<file path="src/rtl/vpf_pkg.sv">
// Shared widths and the input tag type for the paced video port formatter.
package vpf_pkg;
    localparam int LANE_W = 16;
    localparam int BUS_W  = 2 * LANE_W;
    localparam int PACE_W = 17;
    localparam int HBLK_W = 8;
    localparam int VBLK_W = 6;
    localparam int BLK_W  = ((HBLK_W > VBLK_W) ? HBLK_W : VBLK_W) + 1;

    typedef struct packed {
        logic sof;
        logic sol;
        logic eol;
        logic eof;
    } vpf_tag_t;
endpackage

</file>
<file path="src/rtl/vpf_gap_timer.sv">
// Down-counting gap timer. A load sets the count; the timer reports busy
// until the count has run down to zero, one step per clock.
// Assumes: load_val of zero means "no hold".
module vpf_gap_timer #(
    parameter int CNT_W = 17
) (
    input  logic             clk,
    input  logic             rst_n,
    input  logic             load,
    input  logic [CNT_W-1:0] load_val,
    output logic             busy
);
    logic [CNT_W-1:0] cnt_q;

    // Reload on request, otherwise count down towards zero.
    always_ff @(posedge clk) begin
        if (!rst_n) begin
            cnt_q <= '0;
        end else if (load) begin
            cnt_q <= load_val;
        end else if (cnt_q != '0) begin
            cnt_q <= cnt_q - 1'b1;
        end
    end

    // Busy while any hold time remains.
    always_comb begin
        busy = (cnt_q != '0);
    end
endmodule

</file>
<file path="src/rtl/vpf_packer.sv">
// Pixel packer and output register stage. In single mode each accepted
// pixel is emitted at once; in dual mode an even-column pixel is parked
// and emitted together with the following odd-column pixel, unless it
// ends the line, in which case it leaves alone.
// Assumes: input tags are well formed (sof implies sol, eof implies eol)
// and cfg_dual does not change in the middle of a line.
module vpf_packer
    import vpf_pkg::*;
#(
    parameter int PIX_W = 12
) (
    input  logic             clk,
    input  logic             rst_n,
    input  logic             cfg_dual,
    input  logic             gate_open,
    input  logic             in_valid,
    input  logic [PIX_W-1:0] in_pix,
    input  vpf_tag_t         in_tag,
    output logic             in_ready,
    output logic             emit,
    output logic             emit_eol,
    output logic             emit_eof,
    output logic             out_stb,
    output logic             out_vs,
    output logic             out_ve,
    output logic             out_hs,
    output logic             out_he,
    output logic [BUS_W-1:0] out_data
);
    logic             hold_q;
    logic [PIX_W-1:0] hold_pix_q;
    logic             hold_sof_q;
    logic             hold_sol_q;
    logic             park_ok;
    logic             take;
    logic             park;

    function automatic logic [LANE_W-1:0] to_lane(input logic [PIX_W-1:0] p);
        return LANE_W'(p);
    endfunction

    // Handshake: parking needs no strobe slot, emitting does.
    always_comb begin
        park_ok  = cfg_dual & ~hold_q & ~in_tag.eol;
        in_ready = gate_open | park_ok;
        take     = in_valid & in_ready;
        park     = take & park_ok;
        emit     = take & ~park_ok;
        emit_eol = emit & in_tag.eol;
        emit_eof = emit & in_tag.eof;
    end

    // Park the even-column pixel and its start markers until its partner arrives.
    always_ff @(posedge clk) begin
        if (!rst_n) begin
            hold_q     <= 1'b0;
            hold_pix_q <= '0;
            hold_sof_q <= 1'b0;
            hold_sol_q <= 1'b0;
        end else if (park) begin
            hold_q     <= 1'b1;
            hold_pix_q <= in_pix;
            hold_sof_q <= in_tag.sof;
            hold_sol_q <= in_tag.sol;
        end else if (emit) begin
            hold_q     <= 1'b0;
        end
    end

    // Output register: strobe, markers and lanes for one transfer.
    always_ff @(posedge clk) begin
        if (!rst_n) begin
            out_stb  <= 1'b0;
            out_vs   <= 1'b0;
            out_ve   <= 1'b0;
            out_hs   <= 1'b0;
            out_he   <= 1'b0;
            out_data <= '0;
        end else if (emit && hold_q) begin
            out_stb  <= 1'b1;
            out_vs   <= hold_sof_q;
            out_hs   <= hold_sol_q;
            out_ve   <= in_tag.eof;
            out_he   <= in_tag.eol;
            out_data <= {to_lane(in_pix), to_lane(hold_pix_q)};
        end else if (emit) begin
            out_stb  <= 1'b1;
            out_vs   <= in_tag.sof;
            out_hs   <= in_tag.sol;
            out_ve   <= in_tag.eof;
            out_he   <= in_tag.eol;
            out_data <= {{LANE_W{1'b0}}, to_lane(in_pix)};
        end else begin
            out_stb  <= 1'b0;
            out_vs   <= 1'b0;
            out_hs   <= 1'b0;
            out_ve   <= 1'b0;
            out_he   <= 1'b0;
            out_data <= '0;
        end
    end


    single_upper_zero_chk: assert property (@(posedge clk) disable iff (!rst_n)
        (out_stb && !cfg_dual) |-> (out_data[BUS_W-1:LANE_W] == '0));

    generate
        if (PIX_W < LANE_W) begin : g_pad_chk

            lane_pad_zero_chk: assert property (@(posedge clk) disable iff (!rst_n)
                out_stb |-> ((out_data[LANE_W-1:PIX_W] == '0) &&
                             (out_data[BUS_W-1:LANE_W+PIX_W] == '0)));
        end
    endgenerate
endmodule

</file>
<file path="src/rtl/vid_port_fmt.sv">
// Paced video port output formatter, top level. Combines the packer with
// a strobe-spacing timer and a blanking timer; a strobe may only be issued
// when both timers have run out. No stall input exists on the output side.
// Assumes: configuration inputs are static while a frame is being sent.
module vid_port_fmt
    import vpf_pkg::*;
#(
    parameter int PIX_W = 12
) (
    input  logic              clk,
    input  logic              rst_n,
    input  logic              cfg_dual,
    input  logic [PACE_W-1:0] cfg_pace,
    input  logic [HBLK_W-1:0] cfg_hblank,
    input  logic [VBLK_W-1:0] cfg_vblank,
    input  logic              in_valid,
    output logic              in_ready,
    input  logic [PIX_W-1:0]  in_pix,
    input  logic              in_sof,
    input  logic              in_sol,
    input  logic              in_eol,
    input  logic              in_eof,
    output logic              out_stb,
    output logic              out_vs,
    output logic              out_ve,
    output logic              out_hs,
    output logic              out_he,
    output logic [BUS_W-1:0]  out_data
);
    vpf_tag_t          tag;
    logic              emit;
    logic              emit_eol;
    logic              emit_eof;
    logic              pace_busy;
    logic              blank_busy;
    logic              gate_open;
    logic [PACE_W-1:0] pace_load;
    logic [BLK_W-1:0]  blank_load;

    // Bundle the input tags and derive the timer reload values.
    always_comb begin
        tag        = '{sof: in_sof, sol: in_sol, eol: in_eol, eof: in_eof};
        pace_load  = (cfg_pace > PACE_W'(1)) ? (cfg_pace - 1'b1) : '0;
        blank_load = BLK_W'(cfg_hblank) + (emit_eof ? BLK_W'(cfg_vblank) : '0);
        gate_open  = ~pace_busy & ~blank_busy;
    end

    vpf_gap_timer #(.CNT_W(PACE_W)) u_pace (
        .clk      (clk),
        .rst_n    (rst_n),
        .load     (emit),
        .load_val (pace_load),
        .busy     (pace_busy)
    );

    vpf_gap_timer #(.CNT_W(BLK_W)) u_blank (
        .clk      (clk),
        .rst_n    (rst_n),
        .load     (emit_eol),
        .load_val (blank_load),
        .busy     (blank_busy)
    );

    vpf_packer #(.PIX_W(PIX_W)) u_pack (
        .clk       (clk),
        .rst_n     (rst_n),
        .cfg_dual  (cfg_dual),
        .gate_open (gate_open),
        .in_valid  (in_valid),
        .in_pix    (in_pix),
        .in_tag    (tag),
        .in_ready  (in_ready),
        .emit      (emit),
        .emit_eol  (emit_eol),
        .emit_eof  (emit_eof),
        .out_stb   (out_stb),
        .out_vs    (out_vs),
        .out_ve    (out_ve),
        .out_hs    (out_hs),
        .out_he    (out_he),
        .out_data  (out_data)
    );


    pace_gap_chk: assert property (@(posedge clk) disable iff (!rst_n)
        (out_stb && (cfg_pace > PACE_W'(1))) |=> !out_stb);


    hblank_gap_chk: assert property (@(posedge clk) disable iff (!rst_n)
        (out_stb && out_he && (cfg_hblank != '0)) |=> !out_stb);


    ready_hold_chk: assert property (@(posedge clk) disable iff (!rst_n)
        (pace_busy && !cfg_dual) |-> !(in_valid && in_ready));
endmodule

</file>
<file path="config.mk">
export PLATFORM = sky130hd
export DESIGN_NAME = vid_port_fmt
export DESIGN_NICKNAME = d
export VERILOG_FILES = /design/src/rtl/vpf_pkg.sv /design/src/rtl/vpf_gap_timer.sv /design/src/rtl/vpf_packer.sv /design/src/rtl/vid_port_fmt.sv
export SDC_FILE = /design/constraint.sdc
export NUM_CORES = 1
export LEC_CHECK = 0
export ABC_AREA = 0
export BUFFER_PORTS_ARGS = -buffer_cell sky130_fd_sc_hd__clkbuf_2
export CAP_MARGIN = 20
export CELL_PAD_IN_SITES_DETAIL_PLACEMENT = 1
export CELL_PAD_IN_SITES_GLOBAL_PLACEMENT = 2
export CORE_MARGIN = 3
export CORE_UTILIZATION = 32
export CTS_CLUSTER_SIZE = 25
export DETAILED_ROUTE_END_ITERATION = 7
export PLACE_DENSITY_LB_ADDON = 0.1
export SYNTH_ARGS = -nofsm -noshare
export SYNTH_HDL_FRONTEND = slang
export SYNTH_HIERARCHICAL = 1
export SYNTH_SLANG_ARGS = --single-unit
</file>
<file path="constraint.sdc">
create_clock -name clk -period 4.1 [get_ports clk]
set_clock_uncertainty 0.1 [all_clocks]
set_input_delay 1.23 -clock clk [delete_from_list [all_inputs] [get_ports clk]]
set_output_delay 1.23 -clock clk [all_outputs]
set_load 0.005 [all_outputs]
</file>
---- Word level (Yosys, flattened, before mapping) ----
Cells that the tools add are included.
word-level totals
  register bits after elaboration ......... 78
  latch bits .............................. 0
  bits in writable memories ............... 0
  ROM bits ................................ 0
  input bits .............................. 51
  output and inout port bits .............. 38
  logic and storage cells ................. 60
  memories ................................ 0
operators by class
  add/subtract/negate cells ............... 4
  multipliers ............................. 0
  div/mod/pow operators ................... 0
  magnitude comparators ................... 1
  equal/unequal tests ..................... 0
  shift-type cells ........................ 0
  mux-type cells .......................... 20
  bitwise operators ....................... 15
  reductions and logical operators ........ 7
operators with widths
  cell                                                             number
  two-way mux 17 bit                                               3
  subtractor 17 x 1 -> 17 bit (second input constant)              2
  two-way mux 28 bit                                               1
  two-way mux 9 bit                                                2
  greater-than comparator 17 x 1 -> 1 bit (second input constant)  1
  nonzero test 17 bit                                              1
  two-way mux 1 bit                                                12
  two-way mux 12 bit                                               1
  adder 8 x 6 -> 9 bit                                             1
  nonzero test 9 bit                                               1
  subtractor 9 x 1 -> 9 bit (second input constant)                1
  bitwise AND 1 bit                                                8
  two-way mux 6 bit                                                1
  inverter 1 bit                                                   6
  nonzero test 2 bit                                               3
  OR reduction 2 bit                                               1
  logical AND 1 bit                                                1
  OR 1 bit                                                         1

---- Depth between registers and ports, before layout ----
  depth in word-level cells ............... 10
  depth in mapped cells ................... 16

---- Hierarchy ----
The synthesis kept the hierarchy.
modules (own cells, without submodules)
  module                    instances  cells an instance  area an instance (um^2)  seq. area each (um^2)
  vpf_packer                1          164                1714.1                   880.8
  vpf_gap_timer at u_pace   1          107                963.4                    340.3
  vid_port_fmt              1          109                775.7                    0.0
  vpf_gap_timer at u_blank  1          64                 520.5                    180.2

---- Least setup slack after synthesis ----
OpenSTA, ideal clock, no wires.
  kind .................................... reg-to-reg
  from .................................... register u_pace.cnt_q[7]
  to ...................................... register u_blank.cnt_q[7]
  library setup time ...................... 0.069 ns
  arrival ................................. 3.531 ns
  required time ........................... 3.931 ns
  slack ................................... 0.400 ns
  cell stages (with the launch flop) ...... 15
  cell sequence ........................... dfxtp_1 > nor4_4 > nand3_2 > or4_4 > nor2_1 > nand2_1 > nor3b_1 > and2_1 > ha_1 > a21oi_1 > o211ai_1 > or4b_2 > nand4_1 > nand3_1 > o21ai_1
between the ends
  cells in the longest elaborated chain, start to end .. 10
RTL lines
  what                      RTL line             source
  start: declaration        vpf_gap_timer.sv:13  logic [CNT_W-1:0] cnt_q;
  start signal: assignment  vpf_gap_timer.sv:20  cnt_q <= load_val;
  start signal: assignment  vpf_gap_timer.sv:22  cnt_q <= cnt_q - 1'b1;
  nonzero test 17 bit       vpf_gap_timer.sv:28  busy = (cnt_q != '0);
  net pace_busy             vid_port_fmt.sv:34   logic pace_busy;
  inverter 1 bit            vid_port_fmt.sv:45   gate_open = ~pace_busy & ~blank_busy;
  bitwise AND 1 bit         vid_port_fmt.sv:45
  net gate_open             vid_port_fmt.sv:36   logic gate_open;
  OR 1 bit                  vpf_packer.sv:45     in_ready = gate_open | park_ok;
  bitwise AND 1 bit         vpf_packer.sv:46     take = in_valid & in_ready;
  bitwise AND 1 bit         vpf_packer.sv:48     emit = take & ~park_ok;
  bitwise AND 1 bit         vpf_packer.sv:50     emit_eof = emit & in_tag.eof;
  net emit_eof              vid_port_fmt.sv:33   logic emit_eof;
  two-way mux 6 bit         vid_port_fmt.sv:44   blank_load = BLK_W'(cfg_hblank) + (emit_eof ? BLK_W'(cfg_vblank) : '0);
  adder 8 x 6 -> 9 bit      vid_port_fmt.sv:44
  net blank_load[7]         vid_port_fmt.sv:38   logic [BLK_W-1:0] blank_load;
  two-way mux 9 bit         vpf_gap_timer.sv:19  end else if (load) begin
  end signal: assignment    vpf_gap_timer.sv:20
  end signal: assignment    vpf_gap_timer.sv:22
  end: declaration          vpf_gap_timer.sv:13
The timed path passes the listed nets, and every way through them passes these cells.
A chain may end at the register's enable or synchronous reset.

---- Worst setup path after layout ----
  from .................................... register u_pace.cnt_q[8]
  to ...................................... register u_blank.cnt_q[7]
Same word-level chain as after synthesis.

==> impl_metrics.env <==
export IMPL_status="completed"
export IMPL_clk_pin_slew_ns=0.06
export IMPL_hold_depth=2
export IMPL_portBuffers=80
export IMPL_rsz0062_at_grt="false"
export IMPL_synth_most_common_cell="dfxtp_1"
export IMPL_cts_sinks=70
export IMPL_cts_tree="yes"
export IMPL_antenna_found_initial=0
export IMPL_avgSynthCellArea_um2=8.95
export IMPL_wirelength_mm=10.3
export IMPL_antenna_left=0
export IMPL_worstSetupPathType="flip-flop to flip-flop"
export IMPL_cap_violations=0
export IMPL_fin_hold_ws_ns=0.360
export IMPL_layout_drive_gt1_share_pct=27.3
export IMPL_final_hold_violation_count=0
export IMPL_synth_warnings=6
export IMPL_synth_edf_count=0
export IMPL_grt_overflow=0
export IMPL_min_period_ns=3.77
export IMPL_drt_first_pass_iters=4
export IMPL_place_area_um2=4460
export IMPL_synth_top_area_share_pct=35.3
export IMPL_track_usage_pct=15.3
export IMPL_fin_crit_sh_pct=91.9
export IMPL_vias=3330
export IMPL_max_freq_mhz=265
export IMPL_std_cell_rows=40
export IMPL_insertedDiodeCount=0
export IMPL_holdBufCountCts=0
export IMPL_die_w_um=117
export IMPL_startpoint_type="flip-flop"
export IMPL_drc=0
export IMPL_post_drt_wl_per_cell_um=14.8
export IMPL_ys_seq_area_share_pct=35.3
export IMPL_ios=89
export IMPL_synth_seq_cells=70
export IMPL_drv_slew=0
export IMPL_power_per_cell_area_nw_per_um2=534
export IMPL_postCtsSetupBuffers=0
export IMPL_min_to="u_pack/hold_pix_q[8]"
export IMPL_totalPowerFinal_uw=2550
export IMPL_cp_arrival_ns=3.94
export IMPL_min_path_type="flip-flop to flip-flop"
export IMPL_core_um2=12100
export IMPL_cts_buffers=9
export IMPL_yosysTopAreaCell="dfxtp_1"
export IMPL_r2r_cells=15
export IMPL_vias_per_cell=4.79
export IMPL_h_tree_depth=3
export IMPL_syn_area_um2=3970
export IMPL_dieArea_um2=13800
export IMPL_insertion_delay_ns=0.33
export IMPL_syn2layout_area_growth_pct=19.9
export IMPL_setup_viol=0
export IMPL_crit_path_end_kind="flip-flop"
export IMPL_grt_max_degree=30
export IMPL_synthTopCellsByCount="70 x dfxtp_1, 63 x nand2_1, 35 x nor2_1"
export IMPL_relSlewSlack_pct=33.9
export IMPL_synth_distinct_cells=56
export IMPL_clk_path_buf_depth=2
export IMPL_dp_hpwl_mm=7.67
export IMPL_worstMarginPinSlew_ns=0.992
export IMPL_detail_route_iter0_violations=149
export IMPL_die_h_um=117
export IMPL_start_util_pct=32.9
export IMPL_r2r_start="u_pace/cnt_q[8]"
export IMPL_nets=584
export IMPL_rr_endpoint="u_blank/cnt_q[7]"
export IMPL_hold_start="u_pack/hold_pix_q[8]"
export IMPL_ir_worst_vdd_mv=0.326
export IMPL_clockRootBuffer="clkbuf_16"
export IMPL_r2r_slack_ns=0.33
export IMPL_grt_pass1_wl_mm=17.3
export IMPL_final_util_pct=39.5
export IMPL_gp_congestion=0.760
export IMPL_path_max_fanout=5
export IMPL_final_cell_area_um2=4760
export IMPL_cp_required_ns=4.27
export IMPL_p_leak_uw=0.00197
export IMPL_synthArstFlopShare_pct=0
export IMPL_fin_tns_setup_ns=0
export IMPL_synth_main_ff_cell="dfxtp_1"
export IMPL_grt_pass1_vias=3515
export IMPL_synthTopCellsByArea="dfxtp_1 35%, nand2_1 6.0%, mux2i_1 4.0%, xnor2_1 4.0%, a32o_1 3.5%"
export IMPL_synth_cells=444
==> cell families after synthesis <==
| family | Yosys count | share of synthesized area [%] |
|---|---|---|
| buf+inv | 40 | 6.52 |
| other cells | 1 | 0.0944 |
| flops | 70 | 35.3 |
| fa+ha+maj | 11 | 3.65 |
| mux | 18 | 4.60 |
| xor+xnor | 33 | 7.27 |
| compound gates | 63 | 11.7 |
| simple gates | 208 | 31.0 |
==> worst max-delay path by stage <==
| stage | start | slack (ns) | to |
|---|---|---|---|
| floorplan | u_pace/cnt_q[7] | 0.40 | u_blank/cnt_q[7] |
| global placement | u_pace/cnt_q[7] | 0.31 | u_blank/cnt_q[7] |
| detailed placement | u_pace/cnt_q[7] | 0.22 | u_blank/cnt_q[7] |
| CTS | u_pace/cnt_q[7] | 0.18 | u_blank/cnt_q[7] |
| global route | u_pace/cnt_q[8] | 0.04 | u_blank/cnt_q[7] |
| finish | u_pace/cnt_q[8] | 0.33 | u_blank/cnt_q[7] |
==> worst max-delay path: stages (launching register included) <==
cell	delay (ns)
dfxtp_1	0.36
nor4_4	0.38
nand3_2	0.15
or4_4	0.54
nor2_1	0.15
nand2_1	0.13
nor3b_2	0.21
buf_4	0.16
and2_1	0.12
ha_1	0.28
nand3_1	0.11
o211ai_1	0.13
or4b_2	0.64
nand4_1	0.09
nand3_1	0.07
o21ai_1	0.09
==> where the power goes <==
group	switching [µW]	internal (µW)
sequential	116	784
clock	311	478
combinational	454	402
==> area by class of cell <==
type | instances | area [µm²]
Clock inverter | 7 | 77.6
Fill cell | 1437 | 7300
Sequential cell | 70 | 1400
Inverter | 12 | 45.0
Clock buffer | 9 | 225
Tap cell | 168 | 210
Timing Repair Buffer | 88 | 460
Multi-Input combinational cell | 341 | 2340
==> flip-flops by register name, indices dropped and copies added, names as in the netlist <==
| name | count |
|---|---|
| u_pack/out_vs | 1 |
| u_pack/out_stb | 1 |
| u_pack/out_hs | 1 |
| u_pack/hold_sof_q | 1 |
| u_pack/hold_q | 1 |
| u_blank/cnt_q | 9 |
| u_pack/hold_sol_q | 1 |
| u_pace/cnt_q | 17 |
| u_pack/out_data | 24 |
| u_pack/out_he | 1 |
| u_pack/hold_pix_q | 12 |
| u_pack/out_ve | 1 |
==> metrics by stage <==
stage	cells	setup WS (ns)
floorplan	451	0.400
global placement	679	0.305
detailed placement	679	0.220
CTS	695	0.180
global route	695	0.0352
finish	695	0.330
==> repair_timing <==
action                                  4_1_cts  5_1_grt
gates resized for setup                       0        1
endpoints found under the setup margin        0        2
endpoints found under the hold margin         0        0
==> cell usage in the layout (no fill, tap or decap), types with 5 or more instances in the layout <==
cell type,n
a21oi_1,8
a32o_1,14
and2_1,22
and2b_2,7
buf_4,8
clkbuf_16,9
clkbuf_2,80
conb_1,8
dfxtp_1,70
ha_1,10
inv_1,12
mux2i_1,16
nand2_1,63
nand3_1,19
nand4b_1,5
nor2_1,35
nor2b_1,10
nor3_1,6
nor3b_1,5
nor4_4,5
o21ai_0,14
o21ai_2,10
o31ai_1,5
xnor2_1,18
xor2_1,15
==> routing by layer <==
metal | share of wire [%] | GRT usage (%) | up-vias | routed length [µm]
met1 | 45 | 18.8 | 1588 | 4660
met4 | 0.75 | 4.62 | 0 | 77
met2 | 50 | 26.3 | 59 | 5140
li1 | - | - | 1679 | -
met5 | 0 | 0 | - | 0
met3 | 3.7 | 3.95 | 4 | 383
Power figures use the tool's default switching activity.
